## src/rtl/aoh_pkg.sv

```systemverilog
// Package aoh_pkg
// Purpose : word offsets and bit positions shared by the host register block.
// Assumes : 16-bit bus; word index = byte offset >> 1 inside a 32-byte window.
package aoh_pkg;
    localparam int ADDR_W  = 5;
    localparam int WORD_W  = ADDR_W - 1;
    localparam int DATA_W  = 16;
    localparam int DAC_W   = 12;
    localparam int DIO_W   = 8;

    // Word indices
    localparam logic [WORD_W-1:0] W_DIO   = 4'd0;
    localparam logic [WORD_W-1:0] W_CFG2  = 4'd1;
    localparam logic [WORD_W-1:0] W_CFG3  = 4'd2;
    localparam logic [WORD_W-1:0] W_CTR0  = 4'd3;
    localparam logic [WORD_W-1:0] W_CTR1  = 4'd4;
    localparam logic [WORD_W-1:0] W_CFG1  = 4'd5;
    localparam logic [WORD_W-1:0] W_FIFO  = 4'd6;

    // Configuration word 1 bits
    localparam int C1_EXT2_EN = 15;
    localparam int C1_EXT1_EN = 14;
    localparam int C1_CNT2_EN = 13;
    localparam int C1_CNT1_EN = 12;
    localparam int C1_TC_EN   = 11;
    localparam int C1_BANK2   = 7;

    // Configuration word 3 bits
    localparam int C3_OE_LO = 2;
    localparam int C3_OE_HI = 3;
endpackage

```

## src/rtl/aoh_decode.sv

```systemverilog
// Module aoh_decode
// Purpose : turns offset, bank and access type into one-cycle strobes.
// Assumes : wr_en and rd_en are never high together; strobes are combinational
//           and valid for the cycle of the access.
module aoh_decode #(
    parameter int N_CHAN = 10
) (
    input  logic                      clk,
    input  logic                      rst_n,
    input  logic [aoh_pkg::ADDR_W-1:0] addr,
    input  logic                      wr_en,
    input  logic                      rd_en,
    input  logic                      bank2,
    output logic                      wr_dio,
    output logic                      wr_cfg2,
    output logic                      wr_cfg3,
    output logic                      wr_cfg1,
    output logic                      clr_tc,
    output logic                      clr_i1,
    output logic                      clr_i2,
    output logic                      ctr_wr,
    output logic                      ctr_rd,
    output logic                      ctr_word,
    output logic                      fifo_wr,
    output logic                      fifo_clr,
    output logic [N_CHAN-1:0]         dac_we
);
    import aoh_pkg::*;

    logic [WORD_W-1:0] word;
    logic              wa, ra, is_ctr;

    // Purpose: split the byte offset into word index and alignment-gated access.
    always_comb begin
        word   = addr[ADDR_W-1:1];
        wa     = wr_en & ~addr[0];
        ra     = rd_en & ~addr[0];
        is_ctr = (word == W_CTR0) || (word == W_CTR1);
    end

    // Purpose: fixed-register strobes, bank 1 writes versus bank 2 clears.
    always_comb begin
        wr_dio   = wa & ~bank2 & (word == W_DIO);
        wr_cfg2  = wa & ~bank2 & (word == W_CFG2);
        wr_cfg3  = wa & ~bank2 & (word == W_CFG3);
        clr_tc   = wa &  bank2 & (word == W_DIO);
        clr_i1   = wa &  bank2 & (word == W_CFG2);
        clr_i2   = wa &  bank2 & (word == W_CFG3);
        wr_cfg1  = wa & (word == W_CFG1);
        ctr_wr   = wa & ~bank2 & is_ctr;
        ctr_rd   = ra & is_ctr;
        ctr_word = (word == W_CTR1);
        fifo_wr  = wa & ~bank2 & (word == W_FIFO);
        fifo_clr = ra & (word == W_FIFO);
    end

    // Purpose: per-channel DAC load strobes; channel 0 shares the FIFO offset.
    for (genvar n = 0; n < N_CHAN; n++) begin : g_dac
        if (n == 0) begin : g_ch0
            assign dac_we[n] = wa & bank2 & (word == W_FIFO);
        end else begin : g_chn
            assign dac_we[n] = wa & (word == W_FIFO + WORD_W'(n));
        end
    end

    // a single write never both pushes the FIFO and loads a DAC.
    p_one_target_r6: assert property (@(posedge clk) disable iff (!rst_n)
        $onehot0({fifo_wr, dac_we}));
    // a bank-2 clear never coincides with the register write it replaces.
    p_bank_split_r5: assert property (@(posedge clk) disable iff (!rst_n)
        !((clr_tc || clr_i1 || clr_i2) && (wr_dio || wr_cfg2 || wr_cfg3)));
endmodule

```

## src/rtl/aoh_flags.sv

```systemverilog
// Module aoh_flags
// Purpose : three sticky event flags with per-source enables and clear strobes.
// Assumes : event and clear in the same cycle resolves to set.
module aoh_flags (
    input  logic        clk,
    input  logic        rst_n,
    input  logic [15:0] cfg1,
    input  logic        ext1_evt,
    input  logic        ext2_evt,
    input  logic        cnt1_evt,
    input  logic        cnt2_evt,
    input  logic        tc_evt,
    input  logic        clr_tc,
    input  logic        clr_i1,
    input  logic        clr_i2,
    output logic        tc_flag,
    output logic        i1_flag,
    output logic        i2_flag
);
    import aoh_pkg::*;

    logic set_tc, set_i1, set_i2;

    // Purpose: gate each event with its enable bit.
    always_comb begin
        set_tc = tc_evt & cfg1[C1_TC_EN];
        set_i1 = (ext1_evt & cfg1[C1_EXT1_EN]) | (cnt1_evt & cfg1[C1_CNT1_EN]);
        set_i2 = (ext2_evt & cfg1[C1_EXT2_EN]) | (cnt2_evt & cfg1[C1_CNT2_EN]);
    end

    // Purpose: sticky flags, set beats clear.
    always_ff @(posedge clk) begin
        if (!rst_n) begin
            tc_flag <= 1'b0;
            i1_flag <= 1'b0;
            i2_flag <= 1'b0;
        end else begin
            tc_flag <= set_tc | (tc_flag & ~clr_tc);
            i1_flag <= set_i1 | (i1_flag & ~clr_i1);
            i2_flag <= set_i2 | (i2_flag & ~clr_i2);
        end
    end

    // a set flag stays set without its clear.
    p_sticky_r4: assert property (@(posedge clk) disable iff (!rst_n)
        (i1_flag && !clr_i1) |=> i1_flag);
    // a clear without a same-cycle event drops the flag.
    p_clear_r5: assert property (@(posedge clk) disable iff (!rst_n)
        (clr_i2 && !ext2_evt && !cnt2_evt) |=> !i2_flag);
    // the terminal-count flag rises only after an event.
    p_tc_cause_r4: assert property (@(posedge clk) disable iff (!rst_n)
        $rose(tc_flag) |-> $past(tc_evt));
endmodule

```

## src/rtl/aoh_dio.sv

```systemverilog
// Module aoh_dio
// Purpose : 8-bit digital output latch with per-nibble output enables.
// Assumes : pin read-back is done by the parent from the live pin inputs.
module aoh_dio (
    input  logic                     clk,
    input  logic                     rst_n,
    input  logic                     wr,
    input  logic [aoh_pkg::DIO_W-1:0] wdata,
    input  logic                     en_lo,
    input  logic                     en_hi,
    output logic [aoh_pkg::DIO_W-1:0] dio_out,
    output logic [aoh_pkg::DIO_W-1:0] dio_oe
);
    import aoh_pkg::*;
    localparam int HALF = DIO_W / 2;

    // Purpose: output latch loaded by a bank-1 write.
    always_ff @(posedge clk) begin
        if (!rst_n)  dio_out <= '0;
        else if (wr) dio_out <= wdata;
    end

    // Purpose: expand nibble enables to per-line enables.
    always_comb dio_oe = {{HALF{en_hi}}, {HALF{en_lo}}};

    // the latch holds unless written.
    p_latch_hold_r8: assert property (@(posedge clk) disable iff (!rst_n)
        !wr |=> $stable(dio_out));
endmodule

```

## src/rtl/aout_host_regs.sv

```systemverilog
// Module aout_host_regs
// Purpose : host register window of a multichannel analog-output card:
//           configuration words, status, DAC latches, DIO, FIFO and counter
//           strobes, and a bank-2 view that turns low writes into flag clears.
// Assumes : one access per cycle, rdata is combinational for the current addr,
//           N_CHAN <= 10 so every DAC offset fits the 32-byte window.
module aout_host_regs #(
    parameter int N_CHAN = 10
) (
    input  logic                          clk,
    input  logic                          rst_n,
    input  logic [4:0]                    addr,
    input  logic                          wr_en,
    input  logic                          rd_en,
    input  logic [15:0]                   wdata,
    output logic [15:0]                   rdata,
    input  logic                          fifo_half,
    input  logic                          fifo_empty,
    input  logic                          fifo_full,
    input  logic                          prom_dout,
    input  logic                          ext1_evt,
    input  logic                          ext2_evt,
    input  logic                          cnt1_evt,
    input  logic                          cnt2_evt,
    input  logic                          tc_evt,
    input  logic [15:0]                   ctr_rdata,
    output logic                          ctr_wr,
    output logic                          ctr_rd,
    output logic                          ctr_word,
    output logic                          fifo_wr,
    output logic                          fifo_clr,
    output logic [15:0]                   cfg1_q,
    output logic [15:0]                   cfg2_q,
    output logic [15:0]                   cfg3_q,
    output logic [N_CHAN-1:0]             dac_load,
    output logic [N_CHAN*12-1:0]          dac_data,
    input  logic [7:0]                    dio_pin_in,
    output logic [7:0]                    dio_out,
    output logic [7:0]                    dio_oe
);
    import aoh_pkg::*;

    logic wr_dio, wr_cfg1, wr_cfg2, wr_cfg3;
    logic clr_tc, clr_i1, clr_i2;
    logic tc_flag, i1_flag, i2_flag;
    logic [15:0] status;

    aoh_decode #(.N_CHAN(N_CHAN)) u_dec (
        .clk(clk), .rst_n(rst_n), .addr(addr), .wr_en(wr_en), .rd_en(rd_en),
        .bank2(cfg1_q[C1_BANK2]),
        .wr_dio(wr_dio), .wr_cfg2(wr_cfg2), .wr_cfg3(wr_cfg3), .wr_cfg1(wr_cfg1),
        .clr_tc(clr_tc), .clr_i1(clr_i1), .clr_i2(clr_i2),
        .ctr_wr(ctr_wr), .ctr_rd(ctr_rd), .ctr_word(ctr_word),
        .fifo_wr(fifo_wr), .fifo_clr(fifo_clr), .dac_we(dac_load)
    );

    aoh_flags u_flags (
        .clk(clk), .rst_n(rst_n), .cfg1(cfg1_q),
        .ext1_evt(ext1_evt), .ext2_evt(ext2_evt),
        .cnt1_evt(cnt1_evt), .cnt2_evt(cnt2_evt), .tc_evt(tc_evt),
        .clr_tc(clr_tc), .clr_i1(clr_i1), .clr_i2(clr_i2),
        .tc_flag(tc_flag), .i1_flag(i1_flag), .i2_flag(i2_flag)
    );

    aoh_dio u_dio (
        .clk(clk), .rst_n(rst_n), .wr(wr_dio), .wdata(wdata[DIO_W-1:0]),
        .en_lo(cfg3_q[C3_OE_LO]), .en_hi(cfg3_q[C3_OE_HI]),
        .dio_out(dio_out), .dio_oe(dio_oe)
    );

    // Purpose: configuration words; reset returns to bank 1 with enables off.
    always_ff @(posedge clk) begin
        if (!rst_n) begin
            cfg1_q <= '0;
            cfg2_q <= '0;
            cfg3_q <= '0;
        end else begin
            if (wr_cfg1) cfg1_q <= wdata;
            if (wr_cfg2) cfg2_q <= wdata;
            if (wr_cfg3) cfg3_q <= wdata;
        end
    end

    // Purpose: per-channel DAC latches holding two's-complement codes.
    for (genvar n = 0; n < N_CHAN; n++) begin : g_dac
        always_ff @(posedge clk) begin
            if (!rst_n)           dac_data[n*DAC_W +: DAC_W] <= '0;
            else if (dac_load[n]) dac_data[n*DAC_W +: DAC_W] <= wdata[DAC_W-1:0];
        end
    end

    // Purpose: assemble the status word.
    always_comb status = {9'd0, fifo_half, fifo_empty, fifo_full,
                          i2_flag, i1_flag, tc_flag, prom_dout};

    // Purpose: read multiplexer; odd and write-only offsets return 0.
    always_comb begin
        rdata = '0;
        if (!addr[0]) begin
            unique case (addr[4:1])
                W_DIO:          rdata = {8'd0, dio_pin_in};
                W_CFG2:         rdata = cfg2_q;
                W_CFG3:         rdata = cfg3_q;
                W_CTR0, W_CTR1: rdata = ctr_rdata;
                W_CFG1:         rdata = status;
                default:        rdata = '0;
            endcase
        end
    end

    // reset leaves bank 1 selected with all enables off.
    p_reset_clear_r1: assert property (@(posedge clk)
        !rst_n |=> (cfg1_q == 16'd0 && cfg3_q == 16'd0));
    // a DAC latch moves only on its load strobe.
    p_dac_hold_r7: assert property (@(posedge clk) disable iff (!rst_n)
        !dac_load[1] |=> $stable(dac_data[DAC_W +: DAC_W]));
    // configuration word 2 is untouched in bank 2.
    p_cfg2_bank_r2: assert property (@(posedge clk) disable iff (!rst_n)
        cfg1_q[C1_BANK2] |=> $stable(cfg2_q));
endmodule

```

## config.mk

```make
export PLATFORM = sky130hd
export DESIGN_NAME = aout_host_regs
export DESIGN_NICKNAME = d
export VERILOG_FILES = /design/src/rtl/aoh_pkg.sv /design/src/rtl/aoh_decode.sv /design/src/rtl/aoh_flags.sv /design/src/rtl/aoh_dio.sv /design/src/rtl/aout_host_regs.sv
export SDC_FILE = /design/constraint.sdc
export NUM_CORES = 1
export LEC_CHECK = 0
export BUFFER_PORTS_ARGS = -buffer_cell sky130_fd_sc_hd__buf_2
export CAP_MARGIN = 20
export CORE_MARGIN = 4
export CORE_UTILIZATION = 40
export DETAILED_ROUTE_END_ITERATION = 8
export PLACE_DENSITY = 0.71
export SETUP_SLACK_MARGIN = 0.15
export SLEW_MARGIN = 40
export SYNTH_ARGS = -nofsm -noshare
export SYNTH_HDL_FRONTEND = slang
export SYNTH_SLANG_ARGS = --single-unit
```

## constraint.sdc

```tcl
create_clock -name clk -period 5.5 [get_ports clk]
set_clock_uncertainty 0.2 [all_clocks]
set_input_delay 1.65 -clock clk [delete_from_list [all_inputs] [get_ports clk]]
set_output_delay 1.65 -clock clk [all_outputs]
set_load 0.01 [all_outputs]
```

==> results.yml, run 1 <==
cts:
  cts-root-buf: "clkbuf_16"
  cts-hold-fix-buffers: 0
  cts_tree: "yes"
  clk_path_buf_depth: 2
  buffers_inserted_by_post_cts_timing_repair: 0
  register_clock_pin_slew_on_the_reported_worst_setup_and_hold_paths_ps: 70
  worstSkewPairLatency_ps: 420
  cts_resized: 0
  cts_htree_levels: 4
  numCtsBuffers: 17
  cts.sinks: 179
critical_path:
  crit_fanout: 17
  critPathKind: "in2out"
  crit_path_end_kind: "primary output"
  worst_path_largest_cell_delay_ps: 540
  cp.required_ps: 3650
  worst_setup_slack_for_register_to_register_paths_ps: 3430
  worst_ep_arrival_time_ps: 3130
  worstPathCellList: "buf_2 > buf_4 > and4bb_2 > o21ai_0 > a21oi_1 > buf_2"
  critical-path-slowest-cell: "and4bb_2"
  path_common_cell: "buf_2"
  critical_path.startpoint_type: "input port"
grt:
  antenna_found_initial: 0
  grt_overflow: 0
  number_of_global_route_vias_before_repair: 6909
  grt_start_max_net_pins: 94
  gr-usage-all-layers_pct: 23.30
  global_route_wire_length_before_repair_um: 40080
logic_synthesis:
  async_reset_ff_share_pct: 0
  ys_types: 40
  synthAdderAreaFrac_pct: 0
  synth-compound-area-share_pct: 16.90
  synth-xor-area-share_pct: 0
  synth_top_family_by_area: "compound AO/OA/AOI/OAI gates"
  syn-mean-instance-area_sq_um: 9.222
  postSynthRegisterBits: 179
  share_of_cell_area_taken_by_muxes_after_synthesis_pct: 14.17
  synth_nets: 908
  synth_sequential_area_ratio_pct: 45.71
  netlist_instances: 850
  synth_area_sq_mm: 0.007839
  synthSimpleGateAreaFrac_pct: 16.87
  primary_flip_flop_cell_chosen_by_synthesis_mapping: "dfxtp_1"
  edff_count_synth: 0
  yosys_warnings: 0
detailed_routing:
  first_pass_iters: 6
  route.detailed.drc: 0
  detail_route.iter0.violations: 597
  ant_nets: 0
  wl_um: 26730
  detail_route.wl_per_cell_um: 19.87
  detailroute.via_count: 7283
  drt-vias-per-instance: 5.415
sta:
  accumulated_negative_setup_slack_ps: 0
  drv_slew: 0
  finalHoldViolCount: 0
  timing.max_slew.rel_slack_pct: 49.87
  fmax_ghz: 0.2010
  tightest_slew_ps: 748.6
  setup_viol_count_final: 0
  post_route_fraction_of_the_period_consumed_by_the_critical_path_pct: 90.47
  rsz0062_at_grt: "no"
  timing.final.crit_period_ps: 4976
finish:
  area.sequential_sq_mm: 0.003583
  diodes: 0
  fin_util_pct: 51.65
  multi_input_comb_area_sq_mm: 0.003781
  final_nets: 1132
  final_layout_size_suffix_gt1_share_pct: 31.24
  layout_overhead_on_the_synthesized_area_pct: 25.32
  fillerInstances: 1830
floorplan:
  dieHeight_um: 148.0
  core_area_sq_mm: 0.01902
  chipWidth_um: 148.0
  top_level_ports: 273
  die_area_sq_mm: 0.02190
  rows: 50
  initial_utilization_pct: 41.22
place:
  place.detailed.hpwl_um: 18630
  gpl.final_weighted_congestion: 0.8531
  port_buffers: 272
hold_path:
  worstHoldPathType: "reg2reg"
pwr:
  cellPowerDensity_mw_per_mm2: 275.6
  leakage_uw: 0.004592
  ir_worst_vdd_uv: 215.7
  finalPower_uw: 2707
run_status:
  outcome: "finished, final reports clean"
job:
  maxCapViolCount: 0
[worst paths after layout]
path / startpoint / to / cells after the start
setup / recovery: addr[3] / rdata[6] / 6
hold / removal: dac_data[66] / dac_data[66] / 2
setup reg to reg: cfg1_q[7] / cfg3_q[12] / 4
hold reg to reg: dac_data[66] / dac_data[66] / 2
[critical path, delay by kind of cell]
kind | cells | cell delay (ps)
buffers and inverters | 3 | 630
AND/OR/NAND/NOR | 1 | 540
AO/OA/AOI/OAI | 2 | 300
[Yosys cell counts, types with 3 or more instances]
master | instances | share of area, %
dfxtp_1 | 179 | 46
mux2i_1 | 111 | 14
nand2_1 | 111 | 5.3
a21boi_1 | 81 | 7.8
nand3_1 | 80 | 5.1
o21ai_0 | 57 | 3.6
o21ai_1 | 50 | 3.2
clkbuf_1 | 44 | 2.1
buf_4 | 24 | 2.3
and3b_1 | 17 | 1.9
buf_2 | 16 | 1.0
a21oi_1 | 15 | 0.96
nor2_1 | 10 | 0.48
o22a_1 | 7 | 0.78
buf_6 | 4 | 0.57
buf_1 | 3 | 0.14
nand2b_1 | 3 | 0.24
nand4bb_1 | 3 | 0.43
nor4b_4 | 3 | 0.91
or3_1 | 3 | 0.24
[layout make-up]
type                    instances  area share (%)
clock buffers                  17           4.331
clock inverters                13           1.478
inverters                       4          0.1528
multi-input cells             576           38.49
flip-flops and latches        179           36.48
well taps                     260           3.312
repair buffers                296           15.76
[kinds of logic (layout without fill, tap and decap cells)]
logic type             count (synthesis)  count (layout)
DFF                                  179             179
AOI/OAI and AO/OA                    216             216
muxes                                111             111
buffers and inverters                 95             330
and+or+nand+nor                      249             249
[per-stage QoR]
step,instances,setup WS (ps),cell area (sq um),hold WS (ps)
after global routing,1345,358.1,9823,273.2
final,1345,524.3,9823,252.7
after CTS,1344,541.3,9812,258.1
after detailed placement,1314,542.1,9241,243.9
after global placement,1314,541.3,9239,238.9
after floorplan,850,779.0,7839,257.0
[routing by layer]
metal	global-route usage [%]	share of wire, %	wire, um
met1	28.95	39	10550
met2	37.41	48	12840
met3	7.572	9.2	2454
met4	9.515	3.3	886
met5	0	0	0
[cell usage in the layout (no fill, tap or decap), drive strengths merged, types with 2 or more instances in the layout]
master,count
a21boi,83
a21oi,15
a22oi,2
and3b,17
and4bb,2
buf,296
clkbuf,17
clkinv,3
dfxtp,179
inv,12
mux2i,111
nand2,111
nand2b,3
nand3,80
nand4bb,3
nor2,12
nor4b,3
o21ai,107
o22a,7
or2,2
or3,3
or3b,2
or4,2
or4b,2
[flip-flops by register name, summed over array words and instances (netlist names)]
| register | count |
|---|---|
| dac_data | 120 |
| cfg1_q | 16 |
| cfg2_q | 16 |
| cfg3_q | 16 |
| u_dio.dio_out | 8 |
| u_flags.i1_flag | 1 |
| u_flags.i2_flag | 1 |
| u_flags.tc_flag | 1 |
[report_power, final]
part | switching (uW) | internal (uW)
registers | 5.40 | 1300
logic | 136 | 64.1
clock network | 559 | 639
(Power assumes the default switching activity.)
==> run 2, diff against run 1 <==
Settings changed: BUFFER_PORTS_ARGS -buffer_cell sky130_fd_sc_hd__buf_2 to -buffer_cell sky130_fd_sc_hd__clkbuf_2.
==> results.yml, run 2 (synthesis gave the netlist of run 1 again) <==
finish:
  post_layout_nonfiller_instances: 1347
  layout_overhead_on_the_synthesized_area_pct: 26.18
  largest_register_ffs: 120
  max_flop_register: "dac_data"
  multi_input_comb_area_sq_mm: 0.003787
  mostFrequentLayoutCell: "clkbuf_2"
  final_layout_size_suffix_gt1_share_pct: 31.37
  top_library_cells_by_usage_in_the_layout_fill_and_taps_aside: "271 x clkbuf_2, 179 x dfxtp_1, 111 x nand2_1, 111 x mux2i_1, 81 x a21boi_1"
  final_nets: 1132
  diodes: 0
  fillerInstances: 1839
  area.sequential_sq_mm: 0.003583
run_status:
  outcome: "finished, final reports clean"
cts:
  cts-hold-fix-buffers: 0
  cts.sinks: 179
  buffers_inserted_by_post_cts_timing_repair: 0
  cts_tree: "yes"
  cts_htree_levels: 4
  cts-root-buf: "clkbuf_16"
  cts_resized: 0
  worstSkewPairLatency_ps: 430
  clk_path_buf_depth: 2
  numCtsBuffers: 17
  register_clock_pin_slew_on_the_reported_worst_setup_and_hold_paths_ps: 80
critical_path:
  crit_fanout: 34
  cp.required_ps: 3650
  worst_ep_arrival_time_ps: 3170
  crit_path_end_kind: "primary output"
  critical_path.startpoint_type: "input port"
  critPathKind: "in2out"
detailed_routing:
  route.detailed.drc: 0
  detail_route.iter0.violations: 575
  detailroute.via_count: 7252
  wl_um: 26550
  first_pass_iters: 5
  ant_nets: 0
  detail_route.wl_per_cell_um: 19.71
  drt-vias-per-instance: 5.384
sta:
  timing.final.crit_period_ps: 5025
  drv_slew: 0
  fmax_ghz: 0.1990
  tightest_slew_ps: 770.2
  accumulated_negative_setup_slack_ps: 0
  post_route_fraction_of_the_period_consumed_by_the_critical_path_pct: 91.36
  timing.max_slew.rel_slack_pct: 48.65
  finalHoldViolCount: 0
  rsz0062_at_grt: "no"
  setup_viol_count_final: 0
job:
  maxCapViolCount: 0
floorplan:
  dieHeight_um: 148.0
  die_area_sq_mm: 0.02190
  core_area_sq_mm: 0.01902
  chipWidth_um: 148.0
  top_level_ports: 273
  rows: 50
  initial_utilization_pct: 41.22
grt:
  number_of_global_route_vias_before_repair: 6927
  gr-usage-all-layers_pct: 23.49
  antenna_found_initial: 0
  global_route_wire_length_before_repair_um: 40470
  grt_start_max_net_pins: 78
  grt_overflow: 0
pwr:
  leakage_uw: 0.004425
  ir_worst_vdd_uv: 227.7
  cellPowerDensity_mw_per_mm2: 279.4
place:
  gpl.final_weighted_congestion: 0.8591
  placedCellCount: 1314
  place.detailed.hpwl_um: 18440
  port_buffers: 272
hold_path:
  worstHoldPathType: "reg2reg"
==> run 2: cell count changes in the layout (fill, tap and decap cells not counted) <==
cell,delta
inv_6,-3
inv_12,+2
buf_2,-271
buf_12,+1
nor3b_4,+1
clkbuf_2,+271
clkinv_8,+5
buf_6,-1
clkinv_2,-1
nor3b_2,-1
bufinv_16,-1
==> run 2: metrics by stage <==
| step | util, % | hold slack (ps) | instance area [sq um] | worst slack (ps) | power [uW] |
|---|---|---|---|---|---|
| 2_1_floorplan | - | 257.0 | 7839 | 779.0 | 1452 |
| 3_3_place_gp | 48.64 | 241.4 | 9251 | 474.6 | 1536 |
| 3_5_place_dp | 48.69 | 246.1 | 9260 | 479.3 | 1538 |
| 4_1_cts | 51.97 | 263.5 | 9883 | 475.1 | 2778 |
| 5_1_grt | 52.01 | 277.0 | 9891 | 311.4 | 2851 |
| 6_report | 52.01 | 260.6 | 9891 | 475.4 | 2764 |
==> run 2: where the power goes <==
| group | total (uW) | leakage, uW | switching (uW) | internal, uW |
|---|---|---|---|---|
| logic | 201 | 0.00268 | 136 | 64.8 |
| clock network | 1250 | 0.000297 | 628 | 626 |
| registers | 1310 | 0.00144 | 5.70 | 1300 |
==> run 2: area by class of cell <==
cell class              count  area share, %
repair buffers            296          15.74
inverters                   4         0.1518
well taps                 260          3.289
multi-input cells         576          38.29
clock buffers              17          4.301
flip-flops and latches    179          36.23
clock inverters            15          1.999
==> run 2: worst paths after layout <==
check / startpoint / to / slack [ps] / depth (start not counted)
worst max-delay path: addr[2] / rdata[3] / 480 / 6
worst min register to register: dac_data[61] / dac_data[61] / 260 / 2
worst max register to register: cfg1_q[7] / cfg2_q[1] / 3500 / 4
worst min-delay path: dac_data[61] / dac_data[61] / 260 / 2
==> run 2: worst max-delay path, stage by stage <==
cell,delay (ps)
clkbuf_2,310
buf_12,240
and4bb_2,490
o21ai_0,150
a21oi_1,160
clkbuf_2,160
==> run 2: per-layer routing <==
| layer | share of wire [%] | up-vias | global-route usage, % |
|---|---|---|---|
| met2 | 49 | 265 | 38.30 |
| met4 | 1.8 | 0 | 6.328 |
| met1 | 42 | 3518 | 30.74 |
| met3 | 7.4 | 40 | 6.560 |
| li1 | - | 3429 | - |
| met5 | 0 | - | 0 |
==> run 3, diff against run 2 <==
Settings changed: PLACE_DENSITY 0.71 to 0.72, SYNTH_HIERARCHICAL from default to 1.
==> results.yml, run 3 <==
run_status:
  outcome: "finished, final reports clean"
floorplan:
  core_area_sq_mm: 0.01871
  top_level_ports: 273
  chipWidth_um: 145.9
  initial_utilization_pct: 40.67
  dieHeight_um: 145.9
  rows: 50
  die_area_sq_mm: 0.02129
hold_path:
  worstHoldStart: "u_flags/i1_flag"
  hold-path-cell-count: 2
  worstHoldPathType: "reg2reg"
  worst_hold_path.endpoint: "u_flags/i1_flag"
sta:
  drv_slew: 0
  fmax_ghz: 0.1943
  rsz0062_at_grt: "no"
  accumulated_negative_setup_slack_ps: 0
  setup_viol_count_final: 0
  timing.final.crit_period_ps: 5146
  finalHoldViolCount: 0
  post_route_fraction_of_the_period_consumed_by_the_critical_path_pct: 93.56
  timing.max_slew.rel_slack_pct: 47.07
  tightest_slew_ps: 789.7
pwr:
  leakage_uw: 0.003689
  ir_worst_vdd_uv: 193.3
  cellPowerDensity_mw_per_mm2: 288.0
logic_synthesis:
  async_reset_ff_share_pct: 0
  syn-mean-instance-area_sq_um: 10.79
  synth_largest_type_area_fraction_pct: 47.11
  postSynthRegisterBits: 179
  ys_types: 36
  synthAdderAreaFrac_pct: 0
  post_synth_main_area_contributors: "dfxtp_1 47%, mux2i_1 23%, nor2b_1 15%"
  yosys_warnings: 6
  synth_area_leader: "dfxtp_1"
  share_of_cell_area_taken_by_muxes_after_synthesis_pct: 23.29
  synth_sequential_area_ratio_pct: 47.11
  synth_area_sq_mm: 0.007607
  synth.most_common_cell: "dfxtp_1"
  synth-compound-area-share_pct: 5.214
  ys_top_cells_by_count: "179 x dfxtp_1, 178 x nor2b_1, 177 x mux2i_1, 34 x clkbuf_1, 20 x buf_2"
  primary_flip_flop_cell_chosen_by_synthesis_mapping: "dfxtp_1"
  synth_nets: 763
  synth_top_family_by_area: "multiplexers"
  netlist_instances: 705
  synthSimpleGateAreaFrac_pct: 19.79
  synth-xor-area-share_pct: 0
  edff_count_synth: 0
cts:
  buffers_inserted_by_post_cts_timing_repair: 0
  clk_path_buf_depth: 2
  cts_resized: 0
  cts-hold-fix-buffers: 0
  register_clock_pin_slew_on_the_reported_worst_setup_and_hold_paths_ps: 70
  cts_tree: "yes"
  cts.sinks: 179
  cts_htree_levels: 4
  worstSkewPairLatency_ps: 410
  cts-root-buf: "clkbuf_16"
  numCtsBuffers: 17
finish:
  fillerInstances: 1728
  top_library_cells_by_usage_in_the_layout_fill_and_taps_aside: "271 x clkbuf_2, 179 x dfxtp_1, 178 x nor2b_1"
  layout_overhead_on_the_synthesized_area_pct: 28.52
  fin_util_pct: 52.27
  largest_register_ffs: 120
  final_nets: 1005
  mostFrequentLayoutCell: "clkbuf_2"
  area.sequential_sq_mm: 0.003583
  final_layout_size_suffix_gt1_share_pct: 36.15
  multi_input_comb_area_sq_mm: 0.003714
  max_flop_register: "dac_data"
grt:
  gr-usage-all-layers_pct: 20.74
  grt_overflow: 0
  grt_start_max_net_pins: 98
  number_of_global_route_vias_before_repair: 5755
  antenna_found_initial: 1
  global_route_wire_length_before_repair_um: 34710
detailed_routing:
  m1WireLength_um: 9926
  met3_wirelength_um: 1439
  detail_route.iter0.violations: 259
  first_pass_iters: 4
  detailroute.via_count: 5827
  drt-vias-per-instance: 4.876
  ant_nets: 0
  wl_met2_um: 11090
  route.detailed.drc: 0
  highest_metal_used: "met4"
  detail_route.wl_per_cell_um: 19.00
  wl_um: 22710
place:
  place.detailed.hpwl_um: 15840
  port_buffers: 272
  gpl.final_weighted_congestion: 0.8181
critical_path:
  path_common_cell: "clkbuf_2"
  worst_reg2reg_path_startpoint: "cfg1_q[7]"
  critPathTopFamily: "buffers and inverters"
  critical-path-slowest-cell: "nor2b_1"
  crit_fanout: 17
  crit_cells: 6
  worst_ep_arrival_time_ps: 3300
  cp.required_ps: 3650
  crit_path_end_kind: "primary output"
  number_of_buffer_and_inverter_stages_on_the_critical_path: 3
  worst_path_largest_cell_delay_ps: 570
  worst_setup_slack_for_register_to_register_paths_ps: 3320
  critical_path.startpoint_type: "input port"
  critPathKind: "in2out"
  worstPathCellList: "clkbuf_2 > buf_4 > nor2b_1 > a22oi_1 > o2bb2ai_1 > clkbuf_2"
  timing.reg2reg.worst_path_depth: 5
  worst_r2r_endpoint: "dac_data[3]"
job:
  maxCapViolCount: 0
[run 3: cell count changes after synthesis, moves of 9 or more]
cell	change
buf_4	-16
mux2i_1	+66
nand3_1	-80
nor2b_1	+177
o21ai_0	-57
o2bb2ai_1	+9
nand2_1	-109
o21ai_1	-50
clkbuf_1	-10
nand3b_1	+14
and3b_1	-17
a21boi_1	-78
[run 3: how the worst max path moves through the flow]
| stage | start | to | slack [ps] |
|---|---|---|---|
| 6_report | addr[2] | rdata[15] | 350 |
| 5_1_grt | addr[2] | rdata[15] | 240 |
| 4_1_cts | addr[2] | rdata[15] | 370 |
| 3_5_place_dp | addr[2] | rdata[15] | 370 |
| 3_3_place_gp | addr[2] | rdata[11] | 490 |
| 2_1_floorplan | addr[1] | dac_load[0] | 830 |
[run 3: cell type report]
type	count	share of cell area, %
antenna	1	0.02560
timing repair buffer	291	15.65
multi-input combinational	456	37.98
tap	234	2.995
clock inverter	15	2.265
inverter	2	0.07679
sequential	179	36.65
clock buffer	17	4.351
[run 3: cell families (layout without fill, tap and decap cells)]
family          Yosys count  in the layout
compound gates           47             47
buf+inv                  70            325
flops                   179            179
mux                     177            177
other cells               0              1
simple gates            232            232
[run 3: tightest hold or removal path, stage by stage, from the launching register on]
cell	delay, ps
dfxtp_1	320
nand2b_1	70
a21boi_1	50
[run 3: through the flow]
| step | instances | power, uW | worst slack (ps) | hold slack, ps | cell area [sq um] |
|---|---|---|---|---|---|
| final | 1195 | 2816 | 354.4 | 287.0 | 9777 |
| after global routing | 1195 | 2909 | 239.2 | 308.8 | 9777 |
| after detailed placement | 1162 | 1514 | 373.0 | 283.6 | 9123 |
| after CTS | 1194 | 2845 | 373.9 | 292.7 | 9769 |
| after floorplan | 705 | 1437 | 827.2 | 244.6 | 7607 |
| after global placement | 1159 | 1512 | 486.9 | 277.5 | 9089 |
[run 3: routing by layer]
layer / vias to the layer above / track usage, %
met5: - / 0
met4: 0 / 5.745
met2: 181 / 34.78
li1: 2893 / -
met1: 2732 / 26.07
met3: 21 / 6.073
[run 3: power breakdown]
part	internal, uW	switching (uW)	total [uW]
logic	69.9	103	173
clock network	778	555	1330
registers	1300	5.87	1310
total	2150	664	2820
